==> src/rtl/txr_pkg.sv <==
package txr_pkg;

    localparam int ADDR_W     = 32;
    localparam int FLAG_READY = 15;
    localparam int FLAG_WRAP  = 13;
    localparam int FLAG_LAST  = 11;
    localparam int DESC_STEP  = 8;

    typedef enum logic [2:0] {
        ST_IDLE,
        ST_HDR,
        ST_PTR,
        ST_DATA,
        ST_FETCH,
        ST_DRAIN,
        ST_WBACK
    } txr_state_e;

    typedef struct packed {
        logic [15:0] flags;
        logic [15:0] len;
    } txr_desc_t;

    // bytes usable from one aligned word starting at byte offset off
    function automatic logic [2:0] chunk_len(input logic [1:0] off, input logic [15:0] remain);
        logic [2:0] room;
        room = 3'd4 - {1'b0, off};
        if (remain < {13'd0, room}) return remain[2:0];
        return room;
    endfunction

endpackage

==> src/rtl/txr_wordser.sv <==
module txr_wordser
    import txr_pkg::*;
(
    input  logic        clk,
    input  logic        rst,
    input  logic        ld,
    input  logic [31:0] ld_word,
    input  logic [1:0]  ld_first,
    input  logic [2:0]  ld_cnt,
    input  logic        ld_eof,
    output logic        idle,
    output logic [7:0]  tx_data,
    output logic        tx_valid,
    output logic        tx_last,
    input  logic        tx_ready
);

    logic [31:0] word_q;
    logic [1:0]  idx_q;
    logic [2:0]  cnt_q;
    logic        eof_q;
    logic [31:0] shifted;

    always_ff @(posedge clk) begin
        if (rst) begin
            word_q <= '0;
            idx_q  <= '0;
            cnt_q  <= '0;
            eof_q  <= 1'b0;
        end else if (ld && cnt_q == 3'd0) begin
            word_q <= ld_word;
            idx_q  <= ld_first;
            cnt_q  <= ld_cnt;
            eof_q  <= ld_eof;
        end else if (cnt_q != 3'd0 && tx_ready) begin
            idx_q <= idx_q + 2'd1;
            cnt_q <= cnt_q - 3'd1;
        end
    end

    assign shifted  = word_q << {idx_q, 3'b000};
    assign tx_data  = shifted[31:24];
    assign tx_valid = (cnt_q != 3'd0);
    assign tx_last  = eof_q && (cnt_q == 3'd1);
    assign idle     = (cnt_q == 3'd0);


    byte_hold_chk: assert property (@(posedge clk) disable iff (rst)
        tx_valid && !tx_ready |=> tx_valid && $stable(tx_data) && $stable(tx_last));


    last_valid_chk: assert property (@(posedge clk) disable iff (rst)
        tx_last |-> tx_valid);

endmodule

==> src/rtl/txr_seq.sv <==
module txr_seq
    import txr_pkg::*;
#(
    parameter int MAX_FRAME = 2032,
    parameter int MAX_DESC  = 1024
) (
    input  logic              clk,
    input  logic              rst,
    input  logic              enable,
    input  logic              kick,
    input  logic              ring_base_we,
    input  logic [ADDR_W-1:0] ring_base_wdata,
    output logic              mem_req,
    output logic              mem_we,
    output logic [ADDR_W-1:0] mem_addr,
    output logic [31:0]       mem_wdata,
    input  logic              mem_ack,
    input  logic [31:0]       mem_rdata,
    output logic              ser_ld,
    output logic [1:0]        ser_first,
    output logic [2:0]        ser_cnt,
    output logic              ser_eof,
    input  logic              ser_idle,
    output logic              ev_txbuf,
    output logic              ev_txframe,
    output logic              ev_babble
);

    localparam int FLW = $clog2(MAX_FRAME + 1);
    localparam int DCW = $clog2(MAX_DESC + 1);

    txr_state_e        state;
    txr_desc_t         desc;
    logic [ADDR_W-1:0] ring_base;
    logic [ADDR_W-1:0] cur_ptr;
    logic [ADDR_W-1:0] data_addr;
    logic [FLW-1:0]    frame_len;
    logic [DCW-1:0]    desc_cnt;
    logic [15:0]       remain;
    logic              pend;
    logic [15:0]       room;
    logic [2:0]        chunk;
    logic [DCW-1:0]    cnt_next;

    assign room     = 16'(MAX_FRAME) - 16'(frame_len);
    assign chunk    = chunk_len(data_addr[1:0], remain);
    assign cnt_next = desc_cnt + 1'b1;

    always_ff @(posedge clk) begin
        if (rst) begin
            state      <= ST_IDLE;
            desc       <= '0;
            ring_base  <= '0;
            cur_ptr    <= '0;
            data_addr  <= '0;
            frame_len  <= '0;
            desc_cnt   <= '0;
            remain     <= '0;
            pend       <= 1'b0;
            ev_txbuf   <= 1'b0;
            ev_txframe <= 1'b0;
            ev_babble  <= 1'b0;
        end else begin
            ev_txbuf   <= 1'b0;
            ev_txframe <= 1'b0;
            ev_babble  <= 1'b0;
            if (ring_base_we) begin
                ring_base <= ring_base_wdata & ~ADDR_W'(3);
                cur_ptr   <= ring_base_wdata & ~ADDR_W'(3);
            end
            unique case (state)
                ST_IDLE: begin
                    if (pend) begin
                        pend     <= 1'b0;
                        desc_cnt <= '0;
                        state    <= ST_HDR;
                    end
                end
                ST_HDR: begin
                    if (mem_ack) begin
                        desc.flags <= mem_rdata[31:16];
                        desc.len   <= mem_rdata[15:0];
                        state      <= mem_rdata[16 + FLAG_READY] ? ST_PTR : ST_IDLE;
                    end
                end
                ST_PTR: begin
                    if (mem_ack) begin
                        data_addr <= mem_rdata;
                        if (desc.len > room) begin
                            remain    <= room;
                            frame_len <= FLW'(MAX_FRAME);
                            ev_babble <= 1'b1;
                        end else begin
                            remain    <= desc.len;
                            frame_len <= frame_len + FLW'(desc.len);
                        end
                        state <= ST_DATA;
                    end
                end
                ST_DATA: begin
                    state <= (remain == 16'd0) ? ST_WBACK : ST_FETCH;
                end
                ST_FETCH: begin
                    if (mem_ack) begin
                        data_addr <= data_addr + ADDR_W'(chunk);
                        remain    <= remain - 16'(chunk);
                        state     <= ST_DRAIN;
                    end
                end
                ST_DRAIN: begin
                    if (ser_idle) state <= ST_DATA;
                end
                ST_WBACK: begin
                    if (mem_ack) begin
                        ev_txbuf <= 1'b1;
                        if (desc.flags[FLAG_LAST]) begin
                            ev_txframe <= 1'b1;
                            frame_len  <= '0;
                        end
                        cur_ptr  <= desc.flags[FLAG_WRAP] ? ring_base
                                                          : cur_ptr + ADDR_W'(DESC_STEP);
                        desc_cnt <= cnt_next;
                        state    <= (cnt_next == DCW'(MAX_DESC)) ? ST_IDLE : ST_HDR;
                    end
                end
                default: state <= ST_IDLE;
            endcase
            if (kick && enable) pend <= 1'b1;
        end
    end

    always_comb begin
        mem_req   = 1'b0;
        mem_we    = 1'b0;
        mem_addr  = cur_ptr;
        mem_wdata = {desc.flags & ~(16'd1 << FLAG_READY), desc.len};
        unique case (state)
            ST_HDR:   mem_req = 1'b1;
            ST_PTR:   begin mem_req = 1'b1; mem_addr = cur_ptr + ADDR_W'(4); end
            ST_FETCH: begin mem_req = 1'b1; mem_addr = data_addr & ~ADDR_W'(3); end
            ST_WBACK: begin mem_req = 1'b1; mem_we = 1'b1; end
            default:  ;
        endcase
    end

    assign ser_ld    = (state == ST_FETCH) && mem_ack;
    assign ser_first = data_addr[1:0];
    assign ser_cnt   = chunk;
    assign ser_eof   = desc.flags[FLAG_LAST] && (remain == 16'(chunk));


    mem_hold_chk: assert property (@(posedge clk) disable iff (rst)
        mem_req && !mem_ack |=> mem_req && $stable(mem_addr) && $stable(mem_we));


    word_align_chk: assert property (@(posedge clk) disable iff (rst)
        mem_req |-> mem_addr[1:0] == 2'b00);


    frame_implies_buf_chk: assert property (@(posedge clk) disable iff (rst)
        ev_txframe |-> ev_txbuf);


    frame_cap_chk: assert property (@(posedge clk) disable iff (rst)
        frame_len <= FLW'(MAX_FRAME));


    desc_limit_chk: assert property (@(posedge clk) disable iff (rst)
        desc_cnt <= DCW'(MAX_DESC));


    pend_start_chk: assert property (@(posedge clk) disable iff (rst)
        state == ST_IDLE && pend |=> state == ST_HDR);

endmodule

==> src/rtl/txring_engine.sv <==
module txring_engine
    import txr_pkg::*;
#(
    parameter int MAX_FRAME = 2032,
    parameter int MAX_DESC  = 1024
) (
    input  logic        clk,
    input  logic        rst,
    input  logic        enable,
    input  logic        kick,
    input  logic        ring_base_we,
    input  logic [31:0] ring_base_wdata,
    output logic        mem_req,
    output logic        mem_we,
    output logic [31:0] mem_addr,
    output logic [31:0] mem_wdata,
    input  logic        mem_ack,
    input  logic [31:0] mem_rdata,
    output logic [7:0]  tx_data,
    output logic        tx_valid,
    output logic        tx_last,
    input  logic        tx_ready,
    output logic        ev_txbuf,
    output logic        ev_txframe,
    output logic        ev_babble
);

    logic       ser_ld;
    logic [1:0] ser_first;
    logic [2:0] ser_cnt;
    logic       ser_eof;
    logic       ser_idle;

    txr_seq #(
        .MAX_FRAME (MAX_FRAME),
        .MAX_DESC  (MAX_DESC)
    ) u_seq (
        .clk             (clk),
        .rst             (rst),
        .enable          (enable),
        .kick            (kick),
        .ring_base_we    (ring_base_we),
        .ring_base_wdata (ring_base_wdata),
        .mem_req         (mem_req),
        .mem_we          (mem_we),
        .mem_addr        (mem_addr),
        .mem_wdata       (mem_wdata),
        .mem_ack         (mem_ack),
        .mem_rdata       (mem_rdata),
        .ser_ld          (ser_ld),
        .ser_first       (ser_first),
        .ser_cnt         (ser_cnt),
        .ser_eof         (ser_eof),
        .ser_idle        (ser_idle),
        .ev_txbuf        (ev_txbuf),
        .ev_txframe      (ev_txframe),
        .ev_babble       (ev_babble)
    );

    txr_wordser u_ser (
        .clk      (clk),
        .rst      (rst),
        .ld       (ser_ld),
        .ld_word  (mem_rdata),
        .ld_first (ser_first),
        .ld_cnt   (ser_cnt),
        .ld_eof   (ser_eof),
        .idle     (ser_idle),
        .tx_data  (tx_data),
        .tx_valid (tx_valid),
        .tx_last  (tx_last),
        .tx_ready (tx_ready)
    );

endmodule

==> config.mk <==
export PLATFORM = sky130hd
export DESIGN_NAME = txring_engine
export DESIGN_NICKNAME = d
export VERILOG_FILES = /design/src/rtl/txr_pkg.sv /design/src/rtl/txr_wordser.sv /design/src/rtl/txr_seq.sv /design/src/rtl/txring_engine.sv
export SDC_FILE = /design/constraint.sdc
export NUM_CORES = 1
export LEC_CHECK = 0
export BUFFER_PORTS_ARGS = -buffer_cell sky130_fd_sc_hd__buf_2
export CAP_MARGIN = 30
export CORE_UTILIZATION = 30
export DETAILED_ROUTE_END_ITERATION = 8
export GPL_ROUTABILITY_DRIVEN = 1
export MAX_ROUTING_LAYER = met4
export PLACE_DENSITY_LB_ADDON = 0.12
export SLEW_MARGIN = 0
export SYNTH_ARGS = -nofsm -noshare
export SYNTH_HDL_FRONTEND = slang
export SYNTH_SLANG_ARGS = --single-unit
export TNS_END_PERCENT = 20
==> constraint.sdc <==
create_clock -name clk -period 4.2 [get_ports clk]
set_input_delay 0.42 -clock clk [delete_from_list [all_inputs] [get_ports clk]]
set_output_delay 0.42 -clock clk [all_outputs]
set_load 0.005 [all_outputs]
## Word level (Yosys, flattened, before mapping)

Cells that the tools add are included.

- Memory bits (read-only): 0
- Register bits after elaboration: 208
- Bits in latches: 0
- Output and inout bits: 79
- Memories: 0
- Memory bits (writable): 0
- Input port bits: 71
- Logic and storage cells: 117

- Magnitude comparators: 2
- Equal/unequal tests: 16
- Multiplexer cells: 44
- $mul: 0
- Shifts and indexed selects: 1
- Divide/modulo/power cells: 0
- Reductions and logical operators: 24
- Bitwise operators: 3
- Add/sub/neg operators: 10

Operators with widths:

| cell | count |
|---|---|
| $mux 32 | 6 |
| $pmux 32 s2 | 2 |
| $mux 11 | 6 |
| $mux 16 | 3 |
| $pmux 11 s2 | 2 |
| $add 32x3->32 | 1 |
| $add 32x3->32 const B | 1 |
| $add 32x4->32 const B | 1 |
| $pmux 16 s2 | 1 |
| $shl 32x5->32 | 1 |
| $mux 3 | 10 |
| $pmux 3 s7 | 1 |
| $eq 16x3->1 | 1 |
| $gt 16x16->1 | 1 |
| $logic_not 16->1 | 1 |
| $lt 16x3->1 | 1 |
| $sub 16x3->16 | 1 |
| $sub 11x11->12 const A | 1 |
| $add 11x1->11 const B | 1 |
| $add 11x11->11 | 1 |
| $eq 11x11->1 const B | 1 |
| $ne 2x2->1 const B | 5 |
| $reduce_bool 2->1 | 5 |
| $eq 3x3->1 const B | 3 |
| other kinds (19) | 43 |

## Longest topological paths before layout

- Depth after elaboration: 7
- Depth in mapped cells: 17
- Gate-level depth less buffers: 17

## Cells and area by module

Synthesis repeated with hierarchy kept, for this count alone.

- Cell total of the unflattened synthesis: 1630
- Area, all modules: 12731.0 sq um

Modules (own cells, without submodules):

| module | times used | seq. area each (sq um) | area each (sq um) | cells an instance |
|---|---|---|---|---|
| txr_seq | 1 | 3403.3 | 11044.3 | 1441 |
| txr_wordser | 1 | 760.7 | 1686.6 | 189 |

## Least setup slack after synthesis

Ideal clock, no wire load.

- Kind: reg-to-reg
- From: register u_seq.remain[4]
- To: register u_seq.data_addr[30]
- Data required time: 4.126 ns
- Period minus slack after synthesis: 4.015 ns
- Setup time: 0.074 ns
- Path buffers: 1
- Cell stages (with the launch flop): 16
- Path slack: 0.185 ns
- Arrival time: 3.940 ns
- Cell sequence: dfxtp_1 > or4_1 > buf_2 > nor3_2 > nand2_1 > a211oi_4 > mux2i_1 > ha_1 > inv_1 > fa_1 > nor2b_1 > o2111ai_1 > nor4_2 > nand4_1 > or3_1 > a31oi_1

- Longest elaborated chain between the ends: 6

Ends and longest elaborated chain:

| what | line | RTL |
|---|---|---|
| start, declared | txr_seq.sv:39 | `logic [15:0] remain;` |
| start signal, assigned | txr_seq.sv:90 | `remain <= room;` |
| start signal, assigned | txr_seq.sv:94 | `remain <= desc.len;` |
| start signal, assigned | txr_seq.sv:106 | `remain <= remain - 16'(chunk);` |
| $lt 16x3->1 | txr_pkg.sv:28 | `if (remain < {13'd0, room}) return remain[2:0];` |
| $mux 1 | txr_pkg.sv:28 |  |
| $mux 3 | txr_pkg.sv:29 | `return room;` |
| $add 32x3->32 | txr_seq.sv:105 | `data_addr <= data_addr + ADDR_W'(chunk);` |
| $mux 32 | txr_seq.sv:104 | `if (mem_ack) begin` |
| $pmux 32 s2 | txr_seq.sv:71 | `unique case (state)` |
| end signal, assigned | txr_seq.sv:88 | `data_addr <= mem_rdata;` |
| end signal, assigned | txr_seq.sv:105 |  |
| end, declared | txr_seq.sv:36 | `logic [ADDR_W-1:0] data_addr;` |

No other way between the ends. The select of a mux whose other input is x is not followed.
A chain may end at the register's enable or synchronous reset.

## Worst setup path after layout

Same ends and word-level chain as after synthesis.

==> flow_metrics.env <==
export IMPL_status="finished, violations left"
export IMPL_total_power_mw=5.203
export IMPL_yosysSeqAreaShare=0.3309
export IMPL_worstHoldEndpoint="u_seq.ring_base[27]$_SDFFE_PP0P_"
export IMPL_cp_slowest_cell="or4_1"
export IMPL_slew_headroom=0.3532
export IMPL_cts_buffers_inserted=27
export IMPL_grt_pass1_vias=11700
export IMPL_core_um2=41110
export IMPL_final_cell_mix="nand2_1 (262), dfxtp_1 (207), a21oi_1 (149), buf_2 (144), nor2_1 (128)"
export IMPL_ff2ff_path_depth=14
export IMPL_violations="DRC"
export IMPL_switching_share=0.2701
export IMPL_clk_latency_ns=0.56
export IMPL_hold_buffers=0
export IMPL_rows=74
export IMPL_path_class="flip-flop to flip-flop"
export IMPL_syn_area_um2=12580
export IMPL_reg2reg_to="u_seq.data_addr[30]$_SDFFE_PP0P_"
export IMPL_finalSetupViolCount=0
export IMPL_postSynthAreaPerCell_um2=7.701
export IMPL_ff_latch_area_um2=4165
export IMPL_track_usage=0.2202
export IMPL_synth_seq_cells=208
export IMPL_layout_area_overhead_vs_synth_pct=17.75
export IMPL_p_leak_nw=5.668
export IMPL_min_period_ns=4.024
export IMPL_power_switching_mw=1.405
export IMPL_synth_cells=1634
export IMPL_hold_start="ring_base_wdata[27]"
export IMPL_async_reset_ff_frac=0
export IMPL_crit_path_max_fanout=6
export IMPL_grt_ovfl_total=0
export IMPL_synth_edf_count=0
export IMPL_clock_sinks=208
export IMPL_vias=12490
export IMPL_drtIter0Drc=864
export IMPL_grt_pass1_wl_um=70670
export IMPL_arrival_ns=4.51
export IMPL_required_ns=4.68
export IMPL_routed_wirelength_um=46180
export IMPL_pin_count=150
export IMPL_die_h_um=206.8
export IMPL_cts_buffer_depth=3
export IMPL_critical_path_buf_inv_count=1
export IMPL_reg2reg_slack_ns=0.18
export IMPL_wire_per_inst_um=20.30
export IMPL_yosysWarningCount=0
export IMPL_hold_path_class="primary input to flip-flop"
export IMPL_peakVddDrop_mv=0.2961
export IMPL_portBuffers=146
export IMPL_crit_path_end_kind="flip-flop"
export IMPL_fillers=4435
export IMPL_cts_tree="yes"
export IMPL_cts_root_buffer="clkbuf_16"
export IMPL_pwr_share_comb=0.110
export IMPL_drv_slew=0
export IMPL_start_kind="flip-flop"
export IMPL_first_pass_iters=9
export IMPL_hold_depth=3
export IMPL_power_density_nw_per_um2=351.2
export IMPL_gr_usage_met1=0.2904
export IMPL_synth_flop_cell="dfxtp_1"
export IMPL_ant_nets=0
export IMPL_num_nets_final=1840
export IMPL_busiest_layer="met2"
export IMPL_tightest_slew_ns=0.9702
export IMPL_diodes=0
export IMPL_use_met3=0.03391
export IMPL_path_clk_slew_ns=0.06
export IMPL_max_cap_violations=0
export IMPL_initial_utilization=0.3061
export IMPL_use_met2=0.3506
export IMPL_reg2reg_from="u_seq.remain[4]$_SDFFE_PP0P_"
export IMPL_clkPwrFrac=0.479
export IMPL_cp_top_family="simple AND/OR/NAND/NOR gates"
export IMPL_synth_cell_type_count=78
export IMPL_clock_skew_ns=0.01759
export IMPL_slowest_delay_ns=0.62
export IMPL_antenna_found_initial=1
export IMPL_drive_above_1_share=0.1549
export IMPL_viasPerCell=5.490
export IMPL_synth_nets=1750
export IMPL_h_tree_depth=1
export IMPL_drc_errors=6
export IMPL_layout_commonest_cell="nand2_1"
export IMPL_die_area_um2=42770
export IMPL_p_int_mw=3.798
export IMPL_seqPwrFrac=0.411
export IMPL_max_freq_mhz=248.5
export IMPL_grt_max_degree=75
export IMPL_dieWidth_um=206.8
export IMPL_crit_chain="or4_1, nor3_4, nand2_1, a211oi_4, mux2i_1, ha_2, inv_1, fa_1, nor2b_2, o2111ai_2, nor4_4, nand4_1, or3_1, a31oi_1"
export IMPL_finish_utilization=0.3604
export IMPL_fin_crit_sh=0.9581
export IMPL_hold_viol_final=0
export IMPL_multi_input_area_um2=7889
export IMPL_gp_congestion=0.8377
export IMPL_dp_final_hpwl_um=33230
==> power groups by stage <==
stage	sequential, mW	combinational, mW	clock, mW
after floorplan	2.12	0.387	0
after global placement	2.18	0.567	0
after detailed placement	2.18	0.571	0
final	2.14	0.571	2.49
after global routing	2.15	0.629	2.63
after CTS	2.14	0.574	2.55
==> Yosys cell counts (all sizes together) (7+ instances only) <==
master / number / area share
o21ai: 86 / 0.034
nor2: 130 / 0.039
nand2: 262 / 0.078
a21o: 11 / 0.0066
inv: 29 / 0.0087
buf: 32 / 0.012
a31oi: 26 / 0.013
clkbuf: 90 / 0.027
dfxtp: 208 / 0.33
nand2b: 26 / 0.013
xnor2: 30 / 0.021
o211ai: 17 / 0.010
or4: 9 / 0.0054
xor2: 12 / 0.0084
mux2i: 56 / 0.045
or3: 14 / 0.0070
and2: 12 / 0.0060
nand3: 47 / 0.019
nor3b: 12 / 0.0076
o31ai: 7 / 0.0042
a2111oi: 12 / 0.0084
and3: 24 / 0.012
nor3: 46 / 0.020
a211oi: 43 / 0.027
nor2b: 18 / 0.0089
ha: 42 / 0.042
and4: 10 / 0.0070
a21oi: 149 / 0.059
a22oi: 15 / 0.0089
nor4: 19 / 0.0099
o311ai: 12 / 0.0084
nand4: 25 / 0.012
mux4: 8 / 0.014
==> routing by layer <==
| layer | wire length, um | share of wire |
|---|---|---|
| met1 | 21440 | 0.46 |
| met5 | 0 | 0 |
| met3 | 2212 | 0.048 |
| met2 | 21420 | 0.46 |
| met4 | 1106 | 0.024 |
==> state kept, by name (all words and copies together), names as in the netlist, 2 cells and up <==
| name | cells |
|---|---|
| u_seq.cur_ptr | 32 |
| u_seq.data_addr | 32 |
| u_seq.desc_cnt | 11 |
| u_seq.frame_len | 11 |
| u_seq.mem_wdata | 31 |
| u_seq.remain | 16 |
| u_seq.ring_base | 30 |
| u_seq.state | 3 |
| u_ser.cnt_q | 3 |
| u_ser.idx_q | 2 |
| u_ser.word_q | 32 |
==> final cells by class <==
type | count | area share
multi-input combinational | 1275 | 0.5324
sequential | 208 | 0.2811
timing repair buffer | 183 | 0.07119
clock buffer | 34 | 0.04940
tap | 532 | 0.04492
clock inverter | 14 | 0.01360
inverter | 29 | 0.007347
==> metrics by stage <==
stage / setup TNS [ns] / instance area [um^2] / hold WS [ns] / cells / setup slack, ns
global route: -0.02339 / 14820 / 0.1128 / 2275 / -0.02339
global placement: 0 / 13820 / 0.4395 / 2225 / 0.06550
CTS: 0 / 14760 / 0.1067 / 2273 / 0.006283
finish: 0 / 14820 / 0.1273 / 2275 / 0.1758
floorplan: 0 / 12580 / 0.4331 / 1634 / 0.1853
detailed placement: -0.05040 / 13820 / 0.4469 / 2225 / -0.03753
==> tightest hold or removal path, stage by stage <==
cell and delay, ns:
buf_2 0.09, mux2i_1 0.06, nor2_1 0.07
==> worst max-delay path by stage <==
stage                                       from                                to  cells past startpoint
global placement    u_seq.remain[4]$_SDFFE_PP0P_  u_seq.data_addr[21]$_SDFFE_PP0P_                     14
floorplan           u_seq.remain[4]$_SDFFE_PP0P_  u_seq.data_addr[30]$_SDFFE_PP0P_                     15
global route        u_seq.remain[4]$_SDFFE_PP0P_  u_seq.data_addr[30]$_SDFFE_PP0P_                     14
CTS                 u_seq.remain[4]$_SDFFE_PP0P_  u_seq.data_addr[21]$_SDFFE_PP0P_                     14
finish              u_seq.remain[4]$_SDFFE_PP0P_  u_seq.data_addr[30]$_SDFFE_PP0P_                     14
detailed placement  u_seq.remain[4]$_SDFFE_PP0P_  u_seq.data_addr[18]$_SDFFE_PP0P_                     15
==> repair_timing <==
action | CTS | global route
endpoints found under the hold margin | 0 | 0
setup endpoints to repair | 2 | 20
pin swaps | 0 | 4
buffers inserted | 0 | 2
resized for setup | 1 | 10
==> kinds of logic (layout without fill, tap and decap cells) <==
family / after synthesis / count (layout) / share of synthesized area
AND/OR/NAND/NOR: 673 / 673 / 0.2563
AO/OA/AOI/OAI: 449 / 449 / 0.2293
flip-flops: 208 / 208 / 0.3309
buffers and inverters: 151 / 260 / 0.04763
multiplexers: 65 / 65 / 0.05976
adder cells (fa/ha/maj): 45 / 45 / 0.04653
XOR/XNOR: 42 / 42 / 0.02923
other: 1 / 1 / 0.0002980
No activity file was read; power rests on OpenSTA's default activity.
